`src/rtl/sxu_pkg.sv`:
```
package sxu_pkg;

   typedef enum logic [3:0] {
      K_NONE, K_CALL, K_RET, K_SWI, K_IRET, K_PUSH, K_POP, K_PUSHF, K_POPF
   } kind_e;

   typedef enum logic [2:0] {
      S_IDLE, S_WR, S_RQ, S_WT, S_FIN
   } st_e;

   localparam logic [7:0] OPC_CALL  = 8'hCA;
   localparam logic [7:0] OPC_RET   = 8'hCB;
   localparam logic [7:0] OPC_SWI   = 8'hCC;
   localparam logic [7:0] OPC_IRET  = 8'hCD;
   localparam logic [7:0] OPC_PUSH  = 8'hE0;
   localparam logic [7:0] OPC_POP   = 8'hE1;
   localparam logic [7:0] OPC_PUSHF = 8'hEA;
   localparam logic [7:0] OPC_POPF  = 8'hEB;

   function automatic logic is_push(kind_e k);
      return (k == K_CALL) || (k == K_SWI) || (k == K_PUSH) || (k == K_PUSHF);
   endfunction

   function automatic logic is_pop(kind_e k);
      return (k == K_RET) || (k == K_IRET) || (k == K_POP) || (k == K_POPF);
   endfunction

   function automatic logic loads_ip(kind_e k);
      return (k == K_CALL) || (k == K_SWI) || (k == K_RET) || (k == K_IRET);
   endfunction

endpackage

```
`src/rtl/sxu_decode.sv`:
```
module sxu_decode
   import sxu_pkg::*;
#(
   parameter int OPW = 8
) (
   input  logic [OPW-1:0] opcode,
   input  logic           irq_take,
   output kind_e          kind
);

   always_comb begin
      if (irq_take) begin
         kind = K_SWI;
      end else begin
         case (opcode[7:0])
            OPC_CALL:  kind = K_CALL;
            OPC_RET:   kind = K_RET;
            OPC_SWI:   kind = K_SWI;
            OPC_IRET:  kind = K_IRET;
            OPC_PUSH:  kind = K_PUSH;
            OPC_POP:   kind = K_POP;
            OPC_PUSHF: kind = K_PUSHF;
            OPC_POPF:  kind = K_POPF;
            default:   kind = K_NONE;
         endcase
      end
   end

endmodule

```
`src/rtl/sxu_rdvalid.sv`:
```
module sxu_rdvalid #(
   parameter int LAT = 1
) (
   input  logic clk,
   input  logic rst_n,
   input  logic req,
   output logic valid
);

   generate
      if (LAT == 1) begin : g_single
         logic v_q;
         always_ff @(posedge clk or negedge rst_n) begin
            if (!rst_n) v_q <= 1'b0;
            else        v_q <= req;
         end
         assign valid = v_q;
      end else begin : g_chain
         logic [LAT-1:0] sh_q;
         always_ff @(posedge clk or negedge rst_n) begin
            if (!rst_n) sh_q <= '0;
            else        sh_q <= {sh_q[LAT-2:0], req};
         end
         assign valid = sh_q[LAT-1];
      end
   endgenerate

endmodule

```
`src/rtl/sxu_seq.sv`:
```
module sxu_seq
   import sxu_pkg::*;
#(
   parameter int DW   = 8,
   parameter int NREG = 4,
   localparam int RSW = $clog2(NREG)
) (
   input  logic               clk,
   input  logic               rst_n,
   input  logic               start,
   input  logic               irq_take,
   input  kind_e              kind,
   input  logic [DW-1:0]      operand,
   input  logic [DW-1:0]      ip_in,
   input  logic [DW-1:0]      sp_in,
   input  logic [NREG*DW-1:0] regs_in,
   input  logic [DW-1:0]      sr_in,
   input  logic               rvalid,
   input  logic [DW-1:0]      mem_rdata,
   output logic [DW-1:0]      mem_addr,
   output logic               mem_we,
   output logic [DW-1:0]      mem_wdata,
   output logic               mem_re,
   output logic               done,
   output logic               ip_we,
   output logic [DW-1:0]      ip_next,
   output logic               sp_we,
   output logic [DW-1:0]      sp_next,
   output logic               reg_we,
   output logic [RSW-1:0]     reg_sel,
   output logic [DW-1:0]      reg_wdata,
   output logic               sr_we,
   output logic [DW-1:0]      sr_wdata
);

   st_e           st;
   kind_e         kind_q;
   logic [DW-1:0] opnd_q, sp_q, wval_q, rd_addr_q, rdata_q;
   logic [DW-1:0] push_val;
   logic [RSW-1:0] rsel_in;

   assign rsel_in = operand[RSW-1:0];

   always_comb begin
      case (kind)
         K_CALL:  push_val = ip_in + DW'(2);
         K_SWI:   push_val = irq_take ? ip_in + DW'(1) : ip_in + DW'(2);
         K_PUSH:  push_val = regs_in[int'(rsel_in)*DW +: DW];
         K_PUSHF: push_val = sr_in;
         default: push_val = '0;
      endcase
   end

   always_ff @(posedge clk or negedge rst_n) begin
      if (!rst_n) begin
         st        <= S_IDLE;
         kind_q    <= K_NONE;
         opnd_q    <= '0;
         sp_q      <= '0;
         wval_q    <= '0;
         rd_addr_q <= '0;
         rdata_q   <= '0;
      end else begin
         case (st)
            S_IDLE: if (start) begin
               kind_q    <= kind;
               opnd_q    <= operand;
               sp_q      <= sp_in;
               wval_q    <= push_val;
               rd_addr_q <= (kind == K_SWI) ? operand : sp_in + DW'(1);
               if (is_push(kind))     st <= S_WR;
               else if (is_pop(kind)) st <= S_RQ;
               else                   st <= S_FIN;
            end
            S_WR:  st <= (kind_q == K_SWI) ? S_RQ : S_FIN;
            S_RQ:  st <= S_WT;
            S_WT:  if (rvalid) begin
               rdata_q <= mem_rdata;
               st      <= S_FIN;
            end
            S_FIN:   st <= S_IDLE;
            default: st <= S_IDLE;
         endcase
      end
   end

   assign mem_we    = (st == S_WR);
   assign mem_re    = (st == S_RQ);
   assign mem_addr  = (st == S_WR) ? sp_q : rd_addr_q;
   assign mem_wdata = wval_q;

   assign done      = (st == S_FIN);
   assign sp_we     = done && (is_push(kind_q) || is_pop(kind_q));
   assign sp_next   = is_push(kind_q) ? sp_q - DW'(1) : sp_q + DW'(1);
   assign ip_we     = done && loads_ip(kind_q);
   assign ip_next   = (kind_q == K_CALL) ? opnd_q : rdata_q;
   assign reg_we    = done && (kind_q == K_POP);
   assign reg_sel   = opnd_q[RSW-1:0];
   assign reg_wdata = rdata_q;
   assign sr_we     = done && (kind_q == K_POPF);
   assign sr_wdata  = rdata_q;

endmodule

```
`src/rtl/stack_xfer_unit.sv`:
```
module stack_xfer_unit
   import sxu_pkg::*;
#(
   parameter int DW     = 8,
   parameter int NREG   = 4,
   parameter int OPW    = 8,
   parameter int RD_LAT = 1,
   localparam int RSW   = $clog2(NREG)
) (
   input  logic               clk,
   input  logic               rst_n,
   input  logic               start,
   input  logic               irq_take,
   input  logic [OPW-1:0]     opcode,
   input  logic [DW-1:0]      operand,
   input  logic [DW-1:0]      ip_in,
   input  logic [DW-1:0]      sp_in,
   input  logic [NREG*DW-1:0] regs_in,
   input  logic [DW-1:0]      sr_in,
   output logic [DW-1:0]      mem_addr,
   output logic               mem_we,
   output logic [DW-1:0]      mem_wdata,
   output logic               mem_re,
   input  logic [DW-1:0]      mem_rdata,
   output logic               done,
   output logic               ip_we,
   output logic [DW-1:0]      ip_next,
   output logic               sp_we,
   output logic [DW-1:0]      sp_next,
   output logic               reg_we,
   output logic [RSW-1:0]     reg_sel,
   output logic [DW-1:0]      reg_wdata,
   output logic               sr_we,
   output logic [DW-1:0]      sr_wdata
);

   generate
      if (DW < 8)                  begin : g_bad_dw  $error("DW must be at least 8");     end
      if (OPW != 8)                begin : g_bad_opw $error("OPW must be 8");             end
      if (NREG < 2 || NREG > 16)   begin : g_bad_nr  $error("NREG must be 2..16");        end
      if ((1 << RSW) != NREG)      begin : g_bad_np2 $error("NREG must be a power of 2"); end
      if (RD_LAT < 1 || RD_LAT > 8) begin : g_bad_lat $error("RD_LAT must be 1..8");      end
   endgenerate

   kind_e kind;
   logic  rvalid;

   sxu_decode #(.OPW(OPW)) i_decode (
      .opcode  (opcode),
      .irq_take(irq_take),
      .kind    (kind)
   );

   sxu_rdvalid #(.LAT(RD_LAT)) i_rdvalid (
      .clk  (clk),
      .rst_n(rst_n),
      .req  (mem_re),
      .valid(rvalid)
   );

   sxu_seq #(.DW(DW), .NREG(NREG)) i_seq (
      .clk      (clk),
      .rst_n    (rst_n),
      .start    (start),
      .irq_take (irq_take),
      .kind     (kind),
      .operand  (operand),
      .ip_in    (ip_in),
      .sp_in    (sp_in),
      .regs_in  (regs_in),
      .sr_in    (sr_in),
      .rvalid   (rvalid),
      .mem_rdata(mem_rdata),
      .mem_addr (mem_addr),
      .mem_we   (mem_we),
      .mem_wdata(mem_wdata),
      .mem_re   (mem_re),
      .done     (done),
      .ip_we    (ip_we),
      .ip_next  (ip_next),
      .sp_we    (sp_we),
      .sp_next  (sp_next),
      .reg_we   (reg_we),
      .reg_sel  (reg_sel),
      .reg_wdata(reg_wdata),
      .sr_we    (sr_we),
      .sr_wdata (sr_wdata)
   );

endmodule

```
`config.mk`:
```
export PLATFORM = sky130hd
export DESIGN_NAME = stack_xfer_unit
export DESIGN_NICKNAME = d
export VERILOG_FILES = /design/src/rtl/sxu_pkg.sv /design/src/rtl/sxu_decode.sv /design/src/rtl/sxu_rdvalid.sv /design/src/rtl/sxu_seq.sv /design/src/rtl/stack_xfer_unit.sv
export SDC_FILE = /design/constraint.sdc
export NUM_CORES = 1
export LEC_CHECK = 0
export ABC_AREA = 1
export BUFFER_PORTS_ARGS = -buffer_cell sky130_fd_sc_hd__buf_2
export CAP_MARGIN = 20
export CORE_MARGIN = 3
export CORE_UTILIZATION = 53
export CTS_CLUSTER_SIZE = 10
export DETAILED_ROUTE_END_ITERATION = 12
export GPL_ROUTABILITY_DRIVEN = 0
export PLACE_DENSITY = 0.95
export SYNTH_ARGS = -nofsm -noshare
export SYNTH_HDL_FRONTEND = slang
export SYNTH_SLANG_ARGS = --single-unit
export TNS_END_PERCENT = 1
```
`constraint.sdc`:
```
create_clock -name clk -period 5.5 [get_ports clk]
set_clock_uncertainty 0.1 [all_clocks]
set_input_delay 0.825 -clock clk [delete_from_list [all_inputs] [get_ports clk]]
set_output_delay 0.825 -clock clk [all_outputs]
set_load 0.005 [all_outputs]
```
==> impl_results.md <==
* Average cell area after synthesis at 6.86 um2
* Post-route total power at 0.000756 W
* Syn nets at 641
* Ratio of cells with drive above 1 in the final layout at 0.272
* Top cells by area in the synthesized netlist: sky130_fd_sc_hd__dfrtp_1 32%, sky130_fd_sc_hd__nand2_1 15%, sky130_fd_sc_hd__o21ai_0 8.0%
* Nets at roughly 760
* Clk Latency, worst-skew pair at between 300 and 400 ps
* R2r worst-path depth at 5
* Hold Violations, Final at 0
* Initial Utilization at 0.549
* Met2 WL at between 5000 and 6000 um
* Number of sinks driven by the clock tree at 48
* Sequential fraction of the synthesis area at 0.320
* Number of rows created at floorplan at 30
* Clock root cell: sky130_fd_sc_hd__clkbuf_8
* Power per unit of standard cell area at between 150 and 200 nW/um2
* Post-CTS Setup Repair Bufs at 0
* I/O pin cnt at 141
* Via count of the first global-routing pass at 3874
* Number of warning messages in the yosys log at 0
* Type of element launching the critical path: flip-flop
* Maximum number of pins on one net before global-route repair at between 40 and 50
* Crit end category: primary output
* Iteration-0 DRC count of the detailed router at roughly 310
* Number of filler cells placed in the layout at 600
* Worst-margin pin slew at 654 ps
* Number of optimization iterations in the first detailed-route pass at 5
* Max_slew headroom at 0.563
* Vias post-DR at 4178
* RSZ-0062 raised after global routing: no
* Post-route setup TNS at 0 ps
* Final cell utilization of the core at 0.667
* Area share of the largest cell type after synthesis at 0.320
* Post-route clock period utilization at 0.663
* Die width at 90.1 um
* Routed wire per std cell at about 14 um
* Count of max-cap constraint violations at 0
* Data required, critical path at 4580 ps
* Number of nets with antenna violations after detailed routing at 0
* Highest metal layer with signal wires: met4
* Sum of met3 wire segment lengths after detailed routing at 810 um
* Chip Height at 90.1 um
* Overflow left after global routing at 0
* Area after detailed placement at ~4400 um2
* Area leader, netlist: sky130_fd_sc_hd__dfrtp_1
* Clock tree from TritonCTS: built
* Number of H-tree levels at 2
* Worst hold path type: input pin to asynchronous set/reset pin
* Quantity of hold-fixing buffers added after cts at 0
* Number of inserted diodes at 0
* DIE AREA at just over 8000 um2
* Final HPWL DP at between 8000 and 9000 um
* Hold Slack at 237 ps
* Final-report max-slew violation count at 0
* Register bit count reported by yosys at 48
* Post-route cell area at 4560 um2
* Worst VDD drop at 0.131 mV
* Post-cts gate resize count at 0
* Final Routed Wirelength at roughly 11000 um
* Leak Pwr at 2.57 nW
* Setup slack of the most critical reg-to-reg path at 3490 ps
* Met1 Wirelength at 4190 um
* Finish-stage setup viols at 0
* Number of buffers created by CTS at 5
* Count of distinct cell types in the synthesized netlist at 33
* Wire length of the first global-routing pass at 17600 um
* Post-Syn Area at approximately 3800 um2
* Highest achievable clock rate at 274 MHz
* Tmin final at 3640 ps
* Data arrival time of the critical path at 2720 ps
* Number of instances in the synthesized netlist at 547
* # port buffers at 140
* DRC errors left at 0
* Clock-pin slew reported for the worst setup and hold paths after clock tree synthesis at 90 ps
* Maximum buffer depth of the clock tree at 2
* Combined global-route utilization of all metal layers at 0.258
* Synth-to-layout area growth at 21.5%
* Status: complete, no violations
* Vias per cell at 5.45
* Antenna violations before repair at 0
* Max FO, Critical Path at 8
* Placeable core area at 6830 um2
* Category of the most critical setup path: flip-flop to primary output
[Yosys cell counts, drive strengths merged]
library cell  instances
a31oi                 2
a21oi                13
nand3                38
o21ai                62
dfrtp                48
nand2               155
nor2                 57
fa                    1
xor2                 14
mux2                 12
ha                    9
o211ai                5
o22ai                 9
clkbuf                8
nand4                13
or2                   2
nor3                  7
inv                  61
xnor2                 2
buf                  20
o31ai                 1
o21bai                8
[kinds of logic (layout without fill, tap and decap cells)]
kind of cell,after synthesis,after routing,share of synthesized area
compound gates,100,100,0.146
fa+ha+maj,10,10,0.0354
xor+xnor,16,16,0.0374
mux,12,12,0.0360
simple gates,272,272,0.319
buf+inv,89,212,0.106
flops,48,48,0.320
[critical path, stage by stage (launching register included)]
cell,delay [ps]
sky130_fd_sc_hd__dfrtp_1,390
sky130_fd_sc_hd__inv_1,110
sky130_fd_sc_hd__nor2_1,520
sky130_fd_sc_hd__ha_1,410
sky130_fd_sc_hd__a21oi_1,160
sky130_fd_sc_hd__inv_1,50
sky130_fd_sc_hd__a31oi_1,230
sky130_fd_sc_hd__o21ai_0,120
sky130_fd_sc_hd__a21oi_1,170
sky130_fd_sc_hd__xnor2_1,130
sky130_fd_sc_hd__buf_2,130
[power by group]
| part | total [W] | internal, W | switching (W) | leakage [nW] |
|---|---|---|---|---|
| combinational | 0.000129 | 0.0000532 | 0.0000761 | 1.92 |
| sequential | 0.000358 | 0.000356 | 0.00000292 | 0.590 |
| clock | 0.000268 | 0.000149 | 0.000120 | 0.0614 |
| total | 0.000756 | 0.000557 | 0.000199 | 2.57 |
[flip-flops by register name, indices dropped and copies added (netlist names)]
name             cells
i_rdvalid.valid      1
i_seq.kind_q         4
i_seq.mem_wdata      8
i_seq.opnd_q         8
i_seq.rd_addr_q      8
i_seq.reg_wdata      8
i_seq.sp_q           8
i_seq.st             3
[worst paths after layout]
| path | from | endpoint |
|---|---|---|
| worst max-delay path | i_seq.kind_q[0]$_DFFE_PN0P_ | sp_next[6] |
| worst min-delay path | rst_n | i_seq.rd_addr_q[2]$_DFFE_PN0P_ |
| worst max register to register | i_seq.st[2]$_DFFE_PN0P_ | i_seq.rd_addr_q[2]$_DFFE_PN0P_ |
| worst min register to register | i_seq.mem_wdata[6]$_DFFE_PN0P_ | i_seq.mem_wdata[6]$_DFFE_PN0P_ |
| max in group asynchronous | rst_n | i_seq.opnd_q[1]$_DFFE_PN0P_ |
| min in group clk | i_seq.mem_wdata[6]$_DFFE_PN0P_ | i_seq.mem_wdata[6]$_DFFE_PN0P_ |
[cell type report]
| class | count | area (um2) | share of cell area |
|---|---|---|---|
| Clock buffer | 6 | 82.6 | 0.0181 |
| Sequential cell | 48 | 1200 | 0.263 |
| Multi-Input combinational cell | 410 | 2150 | 0.472 |
| Clock inverter | 2 | 38.8 | 0.00851 |
| Timing Repair Buffer | 143 | 736 | 0.161 |
| Inverter | 61 | 229 | 0.0502 |
| Tap cell | 96 | 120 | 0.0263 |
[stage by stage]
stage | instances | setup WS (ps)
5_1_grt | 766 | 1600
4_1_cts | 765 | 1900
3_3_place_gp | 757 | 2340
2_1_floorplan | 547 | 2640
3_5_place_dp | 757 | 2240
6_report | 766 | 1860
[layout by cell type, fill, tap and decap left out]
cell type | Yosys | final
sky130_fd_sc_hd__a21oi_1 | 13 | 13
sky130_fd_sc_hd__nor2_1 | 50 | 50
sky130_fd_sc_hd__o22ai_1 | 9 | 9
sky130_fd_sc_hd__nand4_1 | 12 | 12
sky130_fd_sc_hd__nand3_4 | 1 | 1
sky130_fd_sc_hd__dfrtp_1 | 48 | 48
sky130_fd_sc_hd__nor2_2 | 3 | 3
sky130_fd_sc_hd__o21ai_1 | 2 | 2
sky130_fd_sc_hd__xnor2_1 | 2 | 2
sky130_fd_sc_hd__nor3_1 | 7 | 7
sky130_fd_sc_hd__bufinv_16 | 0 | 1
sky130_fd_sc_hd__mux2_2 | 12 | 12
sky130_fd_sc_hd__nor2_4 | 4 | 4
sky130_fd_sc_hd__nand2_1 | 151 | 151
sky130_fd_sc_hd__inv_2 | 3 | 3
sky130_fd_sc_hd__nand4_4 | 1 | 1
sky130_fd_sc_hd__ha_1 | 9 | 9
sky130_fd_sc_hd__o31ai_1 | 1 | 1
sky130_fd_sc_hd__nand3_2 | 1 | 1
sky130_fd_sc_hd__o21bai_1 | 8 | 8
sky130_fd_sc_hd__clkbuf_8 | 0 | 6
sky130_fd_sc_hd__nand3_1 | 36 | 36
sky130_fd_sc_hd__buf_4 | 11 | 2
sky130_fd_sc_hd__o211ai_1 | 5 | 5
sky130_fd_sc_hd__a31oi_1 | 2 | 2
sky130_fd_sc_hd__xor2_1 | 14 | 14
sky130_fd_sc_hd__buf_2 | 6 | 140
sky130_fd_sc_hd__clkinv_4 | 0 | 1
sky130_fd_sc_hd__nand2_2 | 4 | 4
sky130_fd_sc_hd__or2_2 | 2 | 2
sky130_fd_sc_hd__o21ai_0 | 60 | 60
sky130_fd_sc_hd__fa_1 | 1 | 1
sky130_fd_sc_hd__buf_12 | 0 | 1
sky130_fd_sc_hd__inv_1 | 58 | 58
[per-layer routing]
layer,up-vias,GRT usage
met1,1925,0.305
met5,-,0
met4,0,0.103
li1,2017,-
met2,204,0.459
met3,32,0.0469
No activity file was read; power rests on OpenSTA's default activity.
